==> config.mk <==
export PLATFORM = sky130hd
export DESIGN_NAME = rtc_alarm_unit
export DESIGN_NICKNAME = d
export VERILOG_FILES = /design/src/rtl/rtc_alarm_pkg.sv /design/src/rtl/rtc_wr_capture.sv /design/src/rtl/rtc_alarm_regs.sv /design/src/rtl/rtc_match_det.sv /design/src/rtl/rtc_tick_div.sv /design/src/rtl/rtc_alarm_unit.sv
export SDC_FILE = /design/constraint.sdc
export NUM_CORES = 1
export LEC_CHECK = 0
export BUFFER_PORTS_ARGS = -buffer_cell sky130_fd_sc_hd__buf_2
export CELL_PAD_IN_SITES_DETAIL_PLACEMENT = 1
export CELL_PAD_IN_SITES_GLOBAL_PLACEMENT = 1
export CORE_MARGIN = 1.5
export CORE_UTILIZATION = 33
export CTS_BUF_LIST = sky130_fd_sc_hd__clkbuf_4 sky130_fd_sc_hd__clkbuf_8
export DETAILED_ROUTE_END_ITERATION = 7
export PLACE_DENSITY_LB_ADDON = 0.05
export SLEW_MARGIN = 20
export SYNTH_ARGS = -nofsm -noshare
export SYNTH_HDL_FRONTEND = slang
export SYNTH_SLANG_ARGS = --single-unit
export TNS_END_PERCENT = 10
==> constraint.sdc <==
create_clock -name clk -period 3.1 [get_ports clk]
set_input_delay 0.62 -clock clk [delete_from_list [all_inputs] [get_ports clk]]
set_output_delay 0.62 -clock clk [all_outputs]
set_load 0.005 [all_outputs]
==> src/rtl/rtc_alarm_pkg.sv <==
package rtc_alarm_pkg;

  typedef enum logic [1:0] {
    MODE_MATCH   = 2'b00,
    MODE_1HZ     = 2'b01,
    MODE_16HZ    = 2'b10,
    MODE_MATCH_B = 2'b11
  } out_mode_t;

  localparam int ADDR_W = 3;
  localparam int DATA_W = 8;
  localparam int DOW_W  = 3;

  localparam logic [ADDR_W-1:0] A_MIN  = 3'd0;
  localparam logic [ADDR_W-1:0] A_HOUR = 3'd1;
  localparam logic [ADDR_W-1:0] A_DATE = 3'd2;
  localparam logic [ADDR_W-1:0] A_DOW  = 3'd3;
  localparam logic [ADDR_W-1:0] A_CTRL = 3'd4;
  localparam logic [ADDR_W-1:0] A_CMD  = 3'd5;

  typedef struct packed {
    logic [DATA_W-1:0] min;
    logic [DATA_W-1:0] hour;
    logic [DATA_W-1:0] date;
    logic [DOW_W-1:0]  dow;
  } alarm_fields_t;

  typedef struct packed {
    logic      alarm_en;
    logic      irq_en;
    out_mode_t mode;
  } alarm_ctrl_t;

  localparam alarm_fields_t FIELDS_DEFAULT = '{min: 8'h00, hour: 8'h00, date: 8'h01, dow: 3'd0};

endpackage

==> src/rtl/rtc_wr_capture.sv <==
module rtc_wr_capture #(
  parameter int ADDR_W = 3,
  parameter int DATA_W = 8
) (
  input  logic              clk,
  input  logic              rst,
  input  logic              wr_en,
  input  logic [ADDR_W-1:0] wr_addr,
  input  logic [DATA_W-1:0] wr_data,
  output logic              cap_vld,
  output logic [ADDR_W-1:0] cap_addr,
  output logic [DATA_W-1:0] cap_data
);

  always_ff @(posedge clk) begin
    if (rst) begin
      cap_vld  <= 1'b0;
      cap_addr <= '0;
      cap_data <= '0;
    end else begin
      cap_vld  <= wr_en;
      if (wr_en) begin
        cap_addr <= wr_addr;
        cap_data <= wr_data;
      end
    end
  end

  AST_CAP_FOLLOWS_STROBE: assert property (@(posedge clk) disable iff (rst)
    wr_en |=> cap_vld) else $error("capture missed a write");

endmodule

==> src/rtl/rtc_alarm_regs.sv <==
module rtc_alarm_regs
  import rtc_alarm_pkg::*;
(
  input  logic              clk,
  input  logic              rst,
  input  logic              cap_vld,
  input  logic [ADDR_W-1:0] cap_addr,
  input  logic [DATA_W-1:0] cap_data,
  output alarm_fields_t     fields,
  output alarm_ctrl_t       ctrl
);

  logic apply_clr;
  logic unused_ctrl_bits;

  assign apply_clr        = cap_vld && (cap_addr == A_CMD) && cap_data[0];
  assign unused_ctrl_bits = ^{cap_data[DATA_W-1:4]};

  always_ff @(posedge clk) begin
    if (rst) begin
      fields <= FIELDS_DEFAULT;
      ctrl   <= '{alarm_en: 1'b0, irq_en: 1'b0, mode: MODE_MATCH};
    end else if (apply_clr) begin
      fields <= FIELDS_DEFAULT;
    end else if (cap_vld) begin
      case (cap_addr)
        A_MIN:  fields.min  <= cap_data;
        A_HOUR: fields.hour <= cap_data;
        A_DATE: fields.date <= cap_data;
        A_DOW:  fields.dow  <= cap_data[DOW_W-1:0];
        A_CTRL: begin
          ctrl.alarm_en <= cap_data[0];
          ctrl.irq_en   <= cap_data[1];
          ctrl.mode     <= out_mode_t'(cap_data[3:2]);
        end
        default: ;
      endcase
    end
  end

  AST_CLR_LOADS_DEFAULTS: assert property (@(posedge clk) disable iff (rst)
    apply_clr |=> (fields.min == 8'h00 && fields.hour == 8'h00 &&
                   fields.date == 8'h01 && fields.dow == 3'd0))
    else $error("field reset did not load defaults");

endmodule

==> src/rtl/rtc_match_det.sv <==
module rtc_match_det
  import rtc_alarm_pkg::*;
(
  input  logic              clk,
  input  logic              rst,
  input  logic              enable,
  input  alarm_fields_t     fields,
  input  logic [DATA_W-1:0] cal_min,
  input  logic [DATA_W-1:0] cal_hour,
  input  logic [DATA_W-1:0] cal_date,
  input  logic [DOW_W-1:0]  cal_dow,
  output logic              hit
);

  logic eq_now;
  logic eq_prev;

  assign eq_now = enable &&
                  (fields.min  == cal_min)  &&
                  (fields.hour == cal_hour) &&
                  (fields.date == cal_date) &&
                  (fields.dow  == cal_dow);

  always_ff @(posedge clk) begin
    if (rst) eq_prev <= 1'b0;
    else     eq_prev <= eq_now;
  end

  assign hit = eq_now && !eq_prev;

  AST_HIT_ONCE: assert property (@(posedge clk) disable iff (rst)
    hit |=> !hit) else $error("match edge repeated");

endmodule

==> src/rtl/rtc_tick_div.sv <==
module rtc_tick_div #(
  parameter int CLK_HZ = 32768
) (
  input  logic clk,
  input  logic rst,
  output logic tick_1hz,
  output logic tick_16hz
);

  localparam int DIV16  = CLK_HZ / 16;
  localparam int CNT_W  = $clog2(CLK_HZ);
  localparam int SUB_W  = $clog2(DIV16);

  logic [CNT_W-1:0] sec_cnt;
  logic [SUB_W-1:0] sub_cnt;

  assign tick_1hz  = (sec_cnt == CNT_W'(CLK_HZ - 1));
  assign tick_16hz = (sub_cnt == SUB_W'(DIV16 - 1));

  always_ff @(posedge clk) begin
    if (rst) begin
      sec_cnt <= '0;
      sub_cnt <= '0;
    end else begin
      sec_cnt <= tick_1hz  ? '0 : sec_cnt + 1'b1;
      sub_cnt <= tick_16hz ? '0 : sub_cnt + 1'b1;
    end
  end

  AST_SECOND_ON_SUBTICK: assert property (@(posedge clk) disable iff (rst)
    tick_1hz |-> tick_16hz) else $error("divider phases drifted");

  AST_SUBTICK_SPACED: assert property (@(posedge clk) disable iff (rst)
    tick_16hz |=> !tick_16hz) else $error("sub tick too close");

endmodule

==> src/rtl/rtc_alarm_unit.sv <==
module rtc_alarm_unit
  import rtc_alarm_pkg::*;
#(
  parameter int CLK_HZ = 32768
) (
  input  logic                         clk,
  input  logic                         rst,
  input  logic                         wr_en,
  input  logic [rtc_alarm_pkg::ADDR_W-1:0] wr_addr,
  input  logic [rtc_alarm_pkg::DATA_W-1:0] wr_data,
  input  logic [rtc_alarm_pkg::DATA_W-1:0] cal_min,
  input  logic [rtc_alarm_pkg::DATA_W-1:0] cal_hour,
  input  logic [rtc_alarm_pkg::DATA_W-1:0] cal_date,
  input  logic [rtc_alarm_pkg::DOW_W-1:0]  cal_dow,
  output logic                         alarm_n,
  output logic                         irq_n
);

  logic              cap_vld;
  logic [ADDR_W-1:0] cap_addr;
  logic [DATA_W-1:0] cap_data;
  alarm_fields_t     fields;
  alarm_ctrl_t       ctrl;
  logic              hit;
  logic              tick_1hz;
  logic              tick_16hz;
  logic              event_c;

  rtc_wr_capture #(.ADDR_W(ADDR_W), .DATA_W(DATA_W)) u_cap (
    .clk(clk), .rst(rst), .wr_en(wr_en), .wr_addr(wr_addr), .wr_data(wr_data),
    .cap_vld(cap_vld), .cap_addr(cap_addr), .cap_data(cap_data)
  );

  rtc_alarm_regs u_regs (
    .clk(clk), .rst(rst), .cap_vld(cap_vld), .cap_addr(cap_addr),
    .cap_data(cap_data), .fields(fields), .ctrl(ctrl)
  );

  rtc_match_det u_match (
    .clk(clk), .rst(rst), .enable(ctrl.alarm_en), .fields(fields),
    .cal_min(cal_min), .cal_hour(cal_hour), .cal_date(cal_date),
    .cal_dow(cal_dow), .hit(hit)
  );

  rtc_tick_div #(.CLK_HZ(CLK_HZ)) u_div (
    .clk(clk), .rst(rst), .tick_1hz(tick_1hz), .tick_16hz(tick_16hz)
  );

  always_comb begin
    unique case (ctrl.mode)
      MODE_1HZ:  event_c = ctrl.alarm_en && tick_1hz;
      MODE_16HZ: event_c = ctrl.alarm_en && tick_16hz;
      default:   event_c = hit;
    endcase
  end

  always_ff @(posedge clk) begin
    if (rst) begin
      alarm_n <= 1'b1;
      irq_n   <= 1'b1;
    end else begin
      alarm_n <= !event_c;
      irq_n   <= !(event_c && ctrl.irq_en);
    end
  end

  AST_ALARM_SINGLE_CYCLE: assert property (@(posedge clk) disable iff (rst)
    !alarm_n |=> alarm_n) else $error("alarm low too long");

  AST_IRQ_WITH_ALARM: assert property (@(posedge clk) disable iff (rst)
    !irq_n |-> !alarm_n) else $error("irq without alarm");

  AST_IRQ_GATED: assert property (@(posedge clk) disable iff (rst)
    !irq_n |-> $past(ctrl.irq_en)) else $error("irq while masked");

  AST_DISABLED_QUIET: assert property (@(posedge clk) disable iff (rst)
    !ctrl.alarm_en |=> (alarm_n && irq_n)) else $error("pulse while disabled");

endmodule

==> summary.txt <==
Power
  – Power Dens Cells: 511 nW/um2
  – Maximum vdd drop: 242 uV
  – Leak: 1.42 nW
  – Tot Pwr: 0.00184 W

Clock tree
  – CTS buffer count: 9
  – Clk sinks: 72
  – Root Driver: clkbuf_8
  – Clock-pin slew of the registers on the worst-case setup and hold paths: 0.07 ns
  – CTS tree: built
  – Later-pin clock latency in the skew report: 0.34 ns
  – CTS Buffer Depth: 2
  – Post-CTS Hold Buffers: 0
  – Postcts setup bufs: 0
  – H-tree depth: 3
  – Post-CTS sizing: 0

Worst setup path
  – CP Depth: 6
  – Critical Path AT: 1.88 ns
  – Setup crit start kind: input port
  – Buffers plus inverters on the worst setup path: 1
  – Capture point of the critical path: alarm_n$_SDFF_PP1_
  – Setup Crit Path Kind: input port to flip-flop
  – RR Endpoint: alarm_n$_SDFF_PP1_
  – R2R Path Start: u_regs.fields[24]$_SDFFE_PP0P_
  – Worst reg2reg setup slack: 1.46 ns
  – Crit-path cells: buf_2, xor2_1, nor4_1, nand3_1, nor4_4, o21ai_0
  – Slowest stage delay, CP: 0.37 ns
  – Crit-path leading delay family: simple AND/OR/NAND/NOR gates
  – Worst setup startpoint: cal_date[2]
  – CP endpoint kind: flip-flop
  – Crit-path max FO: 3
  – Crit-path slowest cell: nor4_4
  – R2R depth: 5
  – Required @ worst endpoint: 3.31 ns

Drt
  – Initial DRC Count: 44
  – Final WL: 6900 um
  – Vias per cell: 4.82
  – Drt pass-1 iters: 4
  – Vias: 2337
  – DRC Markers: 0
  – Avg WL per Cell: 14.2 um
  – Antenna Violating Nets Remaining: 0

STA
  – Final Hold Viols: 0
  – Fin crit share: 54.0%
  – Setup TNS: 0 ns
  – RSZ-0062 raised after global routing: no
  – Fmax: 598 MHz
  – Setup violations, final: 0
  – Slew at the pin with the worst max-slew slack: 0.596 ns
  – Pins Over Slew Limit: 0
  – Min Tclk post-route: 1.67 ns
  – Worst slew margin: 60.1%
  – Final worst slack: 1.43 ns
  – Worst Skew: 0.00978 ns

Global route
  – Initial antenna violation count: 0
  – GRT overflow: 0
  – Vias in the first global route: 2330
  – First-pass GRT wire length: 11600 um
  – All-Layer GR Usage: 15.0%
  – Largest net degree at the start of global routing: 20

Floorplan
  – Die Y: 99.5 um
  – # rows: 35
  – Total core area: 9150 um2
  – Ports: 43
  – Initial Util: 33.6%
  – Die span in x: 99.5 um
  – Die ar.: 9900 um2

Yosys
  – Synth Cell Area: 3070 um2
  – Mapped Cells: 326
  – Mapped Nets: 370
  – Post-synth top flop: dfxtp_1
  – Yosys top cell by area: dfxtp_1
  – Most frequent cell after synthesis: dfxtp_1
  – Post-synth EDFFs: 0
  – Synth unique cells: 35
  – Syn avg cell area: 9.42 um2
  – Commonest cells post-synth: dfxtp_1, nor2_1, mux2i_1
  – Cells taking the most area after synthesis: dfxtp_1, mux2i_1, xor2_1
  – Synth Register Bits: 72
  – Yosys warns: 0
  – Sequential area share after synthesis: 46.9%
  – Post-synth ARST share: 0%
  – Share of the synthesized area in the top cell type: 46.9%

Status
  – Status: finished, final reports clean

Cells and area
  – Layout cells sized above 1: 18.2%
  – Design area: 3590 um2
  – ANT cells: 0
  – Area growth syn-to-layout: 17.0%
  – Final net count: 415

Placement
  – Pre-CTS setup slack: 1.02 ns
  – GP Congestion: 0.738
  – Post-DP Area: 3400 um2
  – Buffers on Ports: 42
  – Post-DP HPWL: 5060 um

Run
  – Total of max-cap violations: 0

Hold path
  – Hold Crit Class: flip-flop to flip-flop
-- where the power goes --
part	internal [W]	switching (W)
registers	0.000944	0.0000259
clock network	0.000406	0.000343
logic	0.0000562	0.0000608
total	0.00141	0.000429
-- cell type report --
| class | count | area, um2 |
|---|---|---|
| clock buffers | 11 | 151 |
| flip-flops and latches | 72 | 1440 |
| fillers | 1091 | 5560 |
| repair buffers | 46 | 240 |
| well taps | 111 | 139 |
| inverters | 6 | 22.5 |
| clock inverters | 3 | 42.5 |
| multi-input cells | 236 | 1560 |
-- cell families (layout without fill, tap and decap cells) --
| kind of cell | Yosys count | count (layout) | share of synthesized area, % |
|---|---|---|---|
| AOI/OAI and AO/OA | 20 | 20 | 3.87 |
| xor gates and xnor gates | 47 | 47 | 13.4 |
| adders and majority gates | 3 | 3 | 1.22 |
| buffers and inverters | 18 | 66 | 2.61 |
| DFF | 72 | 72 | 46.9 |
| muxes | 32 | 32 | 10.4 |
| and+or+nand+nor | 134 | 134 | 21.5 |
-- registers in the layout, indices dropped and copies added, names as in the netlist --
| register | flops |
|---|---|
| u_match.eq_prev | 1 |
| u_cap.cap_vld | 1 |
| u_cap.cap_data | 8 |
| u_regs.ctrl | 4 |
| u_div.sec_cnt | 15 |
| alarm_n | 1 |
| u_cap.cap_addr | 3 |
| u_regs.fields | 27 |
| u_div.sub_cnt | 11 |
| irq_n | 1 |
-- cell usage in the layout (no fill, tap or decap), types with 2 or more instances in the layout --
cell type	instances
or3_1	3
ha_1	3
or2_2	2
nor2_1	62
buf_2	42
nand3_1	11
inv_1	6
and3_1	3
dfxtp_1	72
nor3b_1	2
nor4_1	4
nand2b_1	2
and4_1	3
a21oi_1	11
clkbuf_8	11
xnor2_1	17
buf_4	4
o21ai_0	4
nand4_1	11
nand2_1	22
xor2_1	30
nor2b_1	2
mux2i_1	32
-- how the worst min path moves through the flow --
stage / cells after the start / slack [ns] / startpoint / to
3_5_place_dp: 1 / 0.40 / u_regs.ctrl[2]$_SDFFE_PP0P_ / irq_n$_SDFF_PP1_
6_report: 1 / 0.43 / u_regs.ctrl[2]$_SDFFE_PP0P_ / irq_n$_SDFF_PP1_
5_1_grt: 1 / 0.44 / u_regs.ctrl[2]$_SDFFE_PP0P_ / irq_n$_SDFF_PP1_
3_3_place_gp: 1 / 0.40 / u_regs.ctrl[2]$_SDFFE_PP0P_ / irq_n$_SDFF_PP1_
4_1_cts: 1 / 0.42 / u_regs.ctrl[2]$_SDFFE_PP0P_ / irq_n$_SDFF_PP1_
2_1_floorplan: 1 / 0.38 / u_regs.ctrl[2]$_SDFFE_PP0P_ / irq_n$_SDFF_PP1_
-- through the flow --
step	util [%]	hold WS (ns)	std cells
2_1_floorplan	-	0.384	326
3_3_place_gp	37.1	0.397	471
3_5_place_dp	37.1	0.401	471
4_1_cts	39.3	0.424	485
5_1_grt	39.3	0.435	485
6_report	39.3	0.426	485
-- metal layers --
| layer | vias to the layer above | track usage [%] | part of all wire (%) |
|---|---|---|---|
| li1 | 1183 | - | - |
| met1 | 1113 | 21.0 | 52 |
| met2 | 36 | 23.0 | 44 |
| met3 | 5 | 2.74 | 3.1 |
| met4 | 0 | 5.53 | 0.87 |
| met5 | - | 0 | 0 |
(Power assumes the default switching activity.)
